==> src/rtl/bpg_pkg.sv <==
package bpg_pkg;
   // Width needed to hold a value in 0..n-1 (at least one bit).
   function automatic int unsigned idx_w(input int unsigned n);
      return (n < 2) ? 1 : $clog2(n);
   endfunction
endpackage

==> src/rtl/bpg_tick_div.sv <==
module bpg_tick_div #(
   parameter int unsigned TICK_DIV = 4
) (
   input  logic clk,
   input  logic rst_n,
   output logic tick
);
   if (TICK_DIV < 1) begin : g_bad_div
      $error("TICK_DIV must be at least 1");
   end

   if (TICK_DIV == 1) begin : g_every_clock
      assign tick = 1'b1;
   end else begin : g_divider
      localparam int unsigned CW = bpg_pkg::idx_w(TICK_DIV);
      localparam logic [CW-1:0] LAST = CW'(TICK_DIV - 1);
      logic [CW-1:0] cnt_q;

      always_ff @(posedge clk or negedge rst_n) begin
         if (!rst_n)          cnt_q <= '0;
         else if (cnt_q == LAST) cnt_q <= '0;
         else                 cnt_q <= cnt_q + 1'b1;
      end
      assign tick = (cnt_q == LAST);
   end
endmodule

==> src/rtl/bpg_stage_ring.sv <==
module bpg_stage_ring #(
   parameter int unsigned STAGES = 10
) (
   input  logic              clk,
   input  logic              rst_n,
   input  logic              advance,
   input  logic              clear,
   output logic [STAGES-1:0] stage
);
   if (STAGES < 2) begin : g_bad_stages
      $error("STAGES must be at least 2");
   end

   for (genvar k = 0; k < STAGES; k++) begin : g_cell
      if (k == 0) begin : g_home
         always_ff @(posedge clk or negedge rst_n) begin
            if (!rst_n)       stage[k] <= 1'b1;
            else if (clear)   stage[k] <= 1'b1;
            else if (advance) stage[k] <= 1'b0;
         end
      end else begin : g_step
         always_ff @(posedge clk or negedge rst_n) begin
            if (!rst_n)       stage[k] <= 1'b0;
            else if (clear)   stage[k] <= 1'b0;
            else if (advance) stage[k] <= stage[k-1];
         end
      end
   end
endmodule

==> src/rtl/bpg_rearm_timer.sv <==
module bpg_rearm_timer #(
   parameter int unsigned DLY_W = 8
) (
   input  logic             clk,
   input  logic             rst_n,
   input  logic             load,
   input  logic [DLY_W-1:0] len,
   output logic             fire
);
   if (DLY_W < 1) begin : g_bad_w
      $error("DLY_W must be at least 1");
   end

   logic [DLY_W-1:0] left_q;
   logic             run_q;

   assign fire = run_q && (left_q == '0);

   always_ff @(posedge clk or negedge rst_n) begin
      if (!rst_n) begin
         left_q <= '0;
         run_q  <= 1'b0;
      end else if (load) begin
         left_q <= len;
         run_q  <= 1'b1;
      end else if (fire) begin
         run_q  <= 1'b0;
      end else if (run_q) begin
         left_q <= left_q - 1'b1;
      end
   end
endmodule

==> src/rtl/burst_pulse_gen.sv <==
module burst_pulse_gen #(
   parameter int unsigned STAGES   = 10,
   parameter int unsigned SEL_W    = 4,
   parameter int unsigned DLY_W    = 8,
   parameter int unsigned TICK_DIV = 4
) (
   input  logic             clk,
   input  logic             rst_n,
   input  logic             start,
   input  logic [SEL_W-1:0] count_sel,
   input  logic [DLY_W-1:0] rearm_len,
   output logic             pulse_n,
   output logic             busy,
   output logic             ready
);
   localparam int unsigned MAX_BURST = STAGES - 1;
   localparam logic [SEL_W-1:0] MAX_SEL = SEL_W'(MAX_BURST);

   if (SEL_W < bpg_pkg::idx_w(STAGES)) begin : g_bad_sel
      $error("SEL_W too narrow for STAGES-1");
   end

   logic              tick;
   logic              start_q;
   logic              gate_q;
   logic              pulse_q;
   logic              busy_q;
   logic [STAGES-1:0] stage;
   logic [STAGES-1:0] target_q;
   logic [STAGES-1:0] sel_dec;
   logic              sel_ok;
   logic              accept;
   logic              drop_low;
   logic              advance;
   logic              shut;
   logic              clear;

   bpg_tick_div #(.TICK_DIV(TICK_DIV)) i_tick (
      .clk   (clk),
      .rst_n (rst_n),
      .tick  (tick)
   );

   bpg_stage_ring #(.STAGES(STAGES)) i_ring (
      .clk     (clk),
      .rst_n   (rst_n),
      .advance (advance),
      .clear   (clear),
      .stage   (stage)
   );

   bpg_rearm_timer #(.DLY_W(DLY_W)) i_rearm (
      .clk   (clk),
      .rst_n (rst_n),
      .load  (shut),
      .len   (rearm_len),
      .fire  (clear)
   );

   // One-hot image of the requested stage.
   always_comb begin
      for (int i = 0; i < STAGES; i++) begin
         sel_dec[i] = (count_sel == SEL_W'(i));
      end
   end

   assign sel_ok   = (count_sel != '0) && (count_sel <= MAX_SEL);
   assign ready    = stage[0] && !busy_q;
   assign accept   = start && !start_q && ready && sel_ok;
   assign drop_low = gate_q && tick && pulse_q;
   assign advance  = gate_q && tick && !pulse_q;
   assign shut     = advance && (|((stage << 1) & target_q));

   always_ff @(posedge clk or negedge rst_n) begin
      if (!rst_n) begin
         start_q  <= 1'b0;
         gate_q   <= 1'b0;
         pulse_q  <= 1'b1;
         busy_q   <= 1'b0;
         target_q <= '0;
      end else begin
         start_q <= start;
         if (accept) begin
            gate_q   <= 1'b1;
            busy_q   <= 1'b1;
            target_q <= sel_dec;
         end
         if (drop_low) pulse_q <= 1'b0;
         if (advance)  pulse_q <= 1'b1;
         if (shut)     gate_q  <= 1'b0;
         if (clear)    busy_q  <= 1'b0;
      end
   end

   assign pulse_n = pulse_q;
   assign busy    = busy_q;
endmodule

==> config.mk <==
export PLATFORM = sky130hd
export DESIGN_NAME = burst_pulse_gen
export DESIGN_NICKNAME = d
export VERILOG_FILES = /design/src/rtl/bpg_pkg.sv /design/src/rtl/bpg_tick_div.sv /design/src/rtl/bpg_stage_ring.sv /design/src/rtl/bpg_rearm_timer.sv /design/src/rtl/burst_pulse_gen.sv
export SDC_FILE = /design/constraint.sdc
export NUM_CORES = 1
export LEC_CHECK = 0
export BUFFER_PORTS_ARGS = -buffer_cell sky130_fd_sc_hd__buf_2
export CORE_MARGIN = 2
export CORE_UTILIZATION = 35
export CTS_CLUSTER_DIAMETER = 50
export CTS_CLUSTER_SIZE = 16
export DETAILED_ROUTE_END_ITERATION = 12
export PLACE_DENSITY_LB_ADDON = 0.25
export REMOVE_ABC_BUFFERS = 1
export SLEW_MARGIN = 0
export SYNTH_ARGS = -nofsm -noshare
export SYNTH_HDL_FRONTEND = slang
export SYNTH_SLANG_ARGS = --single-unit
==> constraint.sdc <==
create_clock -name clk -period 3 [get_ports clk]
set_input_delay 0.75 -clock clk [delete_from_list [all_inputs] [get_ports clk]]
set_output_delay 0.75 -clock clk [all_outputs]
set_load 0.01 [all_outputs]
Yosys cells after proc, flatten, opt, wreduce, memory -nomap -nowiden
Cells that the tools add are included.
Widths: inputs -> output; s select.

storage, ports and cells
  output and inout bits = 3
  bits of input ports = 15
  register bits = 34

operators by class
  $lt $le $gt $ge = 1
  reduce and logical (&&, ||, !) cells = 24
  bitwise logic cells = 1
  equality and inequality tests = 11
  mux-type cells = 29
  $add $sub $neg = 2

operator list
  operator             count
  $mux 1               25
  $mux 8               3
  $eq 4x3->1 const B   4
  $reduce_bool 2->1    6
  $and 10x10->10       1
  $logic_and 1x1->1    10
  $reduce_or 10->1     1
  $eq 4x2->1 const B   2
  $eq 4x4->1 const B   2
  $logic_not 8->1      1
  $sub 8x1->8 const B  1
  $eq 4x1->1 const B   1
  $le 4x4->1 const B   1
  $logic_not 4->1      1
  $reduce_bool 4->1    1
  $logic_not 1->1      3
  $add 2x1->2 const B  1
  $eq 2x2->1 const B   1
  $mux 2               1
  $ne 2x1->1 const B   1
  $reduce_and 2->1     1

Depth between registers and ports, before layout
  word-level depth = 6
  mapped depth = 6

By module
From an unflattened synthesis, not the netlist that was laid out.

unflattened totals
  cells, all modules = 175
  area, all modules = 1757.9 um^2

by module, submodules not included
  module           instances  cells an instance  area an instance (um^2)  seq. area each (um^2)
  burst_pulse_gen  1          70                 681.9                    326.6
  bpg_rearm_timer  1          69                 606.8                    225.2
  bpg_stage_ring   1          32                 402.9                    251.5
  bpg_tick_div     1          4                  66.3                     50.0

Least setup slack after synthesis
OpenSTA, ideal clock, no wires.

  path type = input-to-reg
  from = input start
  to = register target_q[4]
  slack = 1.136 ns
  data required time = 2.870 ns
  stages on the path = 5
  path buffers = 1
  data arrival time = 1.734 ns
  cell sequence = nor4bb_1 buf_2 a21boi_0 nand2b_1 o41ai_1

on the way
  word-level cells in the longest chain between the ends = 3

RTL lines
  what                            line                   RTL
  from (decl)                     burst_pulse_gen.sv:9   input logic start,
  $logic_and 1x1->1 (3 in a row)  burst_pulse_gen.sv:69  assign accept = start && !start_q && ready && sel_ok;
  to (signal assigned)            burst_pulse_gen.sv:86  target_q <= sel_dec;
  to (decl)                       burst_pulse_gen.sv:29  logic [STAGES-1:0] target_q;

Every way passes these cells.
A chain may end at the register's enable or synchronous reset.

Worst setup path after layout
  from = register i_rearm.left_q[4]
  to = register i_rearm.left_q[0]

on the way
  word-level cells in the longest chain between the ends = 4

RTL lines
  what                        line                   RTL
  from (decl)                 bpg_rearm_timer.sv:14  logic [DLY_W-1:0] left_q;
  from (signal assigned)      bpg_rearm_timer.sv:24  left_q <= len;
  from (signal assigned)      bpg_rearm_timer.sv:29  left_q <= left_q - 1'b1;
  $logic_not 8->1             bpg_rearm_timer.sv:17  assign fire = run_q && (left_q == '0);
  $logic_and 1x1->1           bpg_rearm_timer.sv:17
  $ne 2x1->1 (no line)        -
  $reduce_and 2->1 (no line)  -

Every way passes these cells.

==> results.ini <==
[run_status]
outcome=finished, final reports clean

[worst_setup_path]
end_kind=flip-flop
rr_startpoint=i_rearm.left_q[4]
path_class=flip-flop to flip-flop
arrival_ns=2.18
startpoint_type=flip-flop
cp_num_buf_inv=0
worst-path-max-fanout=7
rrSetupSlack_ns=0.99
slowest_stage=or4_1
cp.required_ns=3.16
rr_endpoint=i_rearm.left_q[0]
worstRegToRegCells=4
cp_cell_sequence=or4_1 -> o41ai_4 -> xnor2_1 -> mux2_4
crit_family=simple AND/OR/NAND/NOR gates
crit_path_max_incr_delay_ns=0.71

[drt]
drcViolationCount=0
antenna_left=0
drt_first_pass_iters=4
routed_wl_um=3070
vias=1193
top_layer=met4
drt_iter0_markers=79
met1_length_um=1340
wl_met3_um=146
viasPerCell=5.40
wl_met2_um=1550
wl_per_cell_um=13.9

[min_path]
hold-path-endpoint=i_tick.g_divider.cnt_q[0]
min_from=i_tick.g_divider.cnt_q[0]
min_path_cells=1
min-delay-path-class=flip-flop to flip-flop

[grt]
grt_use_total_pct=13.3
antenna_found_initial=0
grt_pass1_vias=1192
overflow=0
grt_max_degree=34
grt_pass1_wl_um=5360

[finish]
area_growth_syn_to_layout_pct=13.7
seqCellArea_um2=828
fillers=432
multi_input_area_um2=758
insertedDiodeCount=0
final_nets=185
drive_above_1_share_pct=23.7
final_cell_mix=31 x dfrtp_1, 17 x buf_2, 13 x nand2_1, 12 x nor2_1, 10 x mux2i_1
fin_cells=221
final_common_cell=dfrtp_1

[die]
core_area_um2=4440
placementRows=24
die_w_um=72.5
start_util_pct=36.9
die_y_um=72.5
die_area_um2=5250
io_pins=18

[power_and_ir_drop]
ir_drop_mv=0.224
p_leak_nw=0.916
power_density_nw_per_um2=448
total_power_mw=0.835

[logic_synthesis]
synth-xor-area-share_pct=0.534
netlist_instances=149
ys_warn_count=0
ys_ff_latch=33
ys_types=39
synth_top_flop_cell=dfrtp_1
synth_top_area_share_pct=47.3
synth_enable_flop_cells=0
syn_area_um2=1640
synthSimpleGateAreaFrac_pct=13.5
ys_async_sr_fraction_pct=100
avgSynthCellArea_um2=11.0
synthTopCellsByArea=dfrtp_1 47%, mux2i_1 6.1%, mux2_2 4.8%
seq_area_frac_synth_pct=50.5
synthMuxAreaShare_pct=11.8
synth_compound_area_share_pct=18.8
synth_top_cell_by_area=dfrtp_1
synth_top_family_by_area=compound AO/OA/AOI/OAI gates
synth_adder_area_share_pct=1.53

[clocking]
clk_path_buf_depth=2
cts_setup_buffers=0
clk_pin_slew_worst_paths_ns=0.06
root_buffer=clkbuf_8
ctsHoldBuffers=0
cts_tree=built
cts_inserted_buffers=5
cts_resized=0
clock_sink_count=33
clock_latency_ns=0.28
h-tree-depth=2

[timing]
clock_skew_ns=0.00468
worstMarginPinSlew_ns=0.725
slew_headroom_pct=51.7
setup_violations=0
rsz0062_at_grt=false
setup_tns_ns=0
hold_viol_final=0
fin_crit_sh_pct=67.1
slew_viol_final=0
fmax_mhz=497
fin_crit_ns=2.01

[placement]
portBuffers=17
hpwlAfterDp_um=2240
dp_cells=213
globalplace.congestion=0.849

[flow_run]
maxCapViolCount=0

logic make-up after synthesis:
kind of cell             Yosys count
AO/OA/AOI/OAI                     39
buffers and inverters             13
AND/OR/NAND/NOR                   43
flip-flops                        33
XOR/XNOR                           1
multiplexers                      18
adder cells (fa/ha/maj)            2
power breakdown:
| group | total, mW | switching (mW) | internal (mW) |
|---|---|---|---|
| combinational | 0.0430 | 0.0254 | 0.0176 |
| clock | 0.334 | 0.147 | 0.187 |
| sequential | 0.459 | 0.00735 | 0.451 |
layout make-up:
type / count / area share, %
repair buffers: 19 / 5.37
inverters: 6 / 1.21
multi-input cells: 103 / 40.7
well taps: 52 / 3.49
flip-flops and latches: 33 / 44.4
clock buffers: 8 / 4.83
flip-flops by register name, indices dropped and copies added, names as in the netlist:
register and count:
i_rearm.run_q 1, target_q 9, pulse_n 1, i_rearm.left_q 8, gate_q 1, start_q 1
i_ring.stage 9, i_tick.g_divider.cnt_q 2, busy 1
how the worst max path moves through the flow:
stage	depth (start not counted)	end	startpoint	slack (ns)
after floorplan	4	target_q[4]	start	0.70
after global placement	6	target_q[4]	start	0.91
after detailed placement	6	target_q[4]	start	0.91
after CTS	4	i_rearm.left_q[1]	i_rearm.left_q[4]	0.99
after global routing	5	target_q[4]	i_ring.stage[0]	0.88
final	4	i_rearm.left_q[0]	i_rearm.left_q[4]	0.99
stage by stage:
stage / util [%] / hold slack (ns) / setup WS, ns / area [um^2]
2_1_floorplan: - / 0.403 / 0.704 / 1610
3_5_place_dp: 39.9 / 0.419 / 0.909 / 1770
4_1_cts: 41.9 / 0.427 / 0.993 / 1860
3_3_place_gp: 39.9 / 0.413 / 0.907 / 1770
5_1_grt: 41.9 / 0.462 / 0.877 / 1860
6_report: 41.9 / 0.422 / 0.986 / 1860
Yosys cell counts, drive strengths merged, types with 2 or more instances:
cell type and n:
nand2b 3, mux2 8, nor2 12, o31ai 2, a21o 2, dfrtp 31
nor3 2, a22o 7, mux2i 10, dfstp 2, nand3 2, o21bai 2
o21ai 7, or4 2, o41ai 3, nand2 13, inv 6, a21boi 3
clkbuf 3, buf 4, o32ai 3, a21oi 4, nor4bb 2, ha 2
or2 3
layer usage:
metal	vias to the layer above	GRT usage (%)
met5	-	0
met4	0	5.76
met3	5	4.17
met2	26	22.6
met1	580	15.3
li1	582	-
No activity file was read; power rests on OpenSTA's default activity.
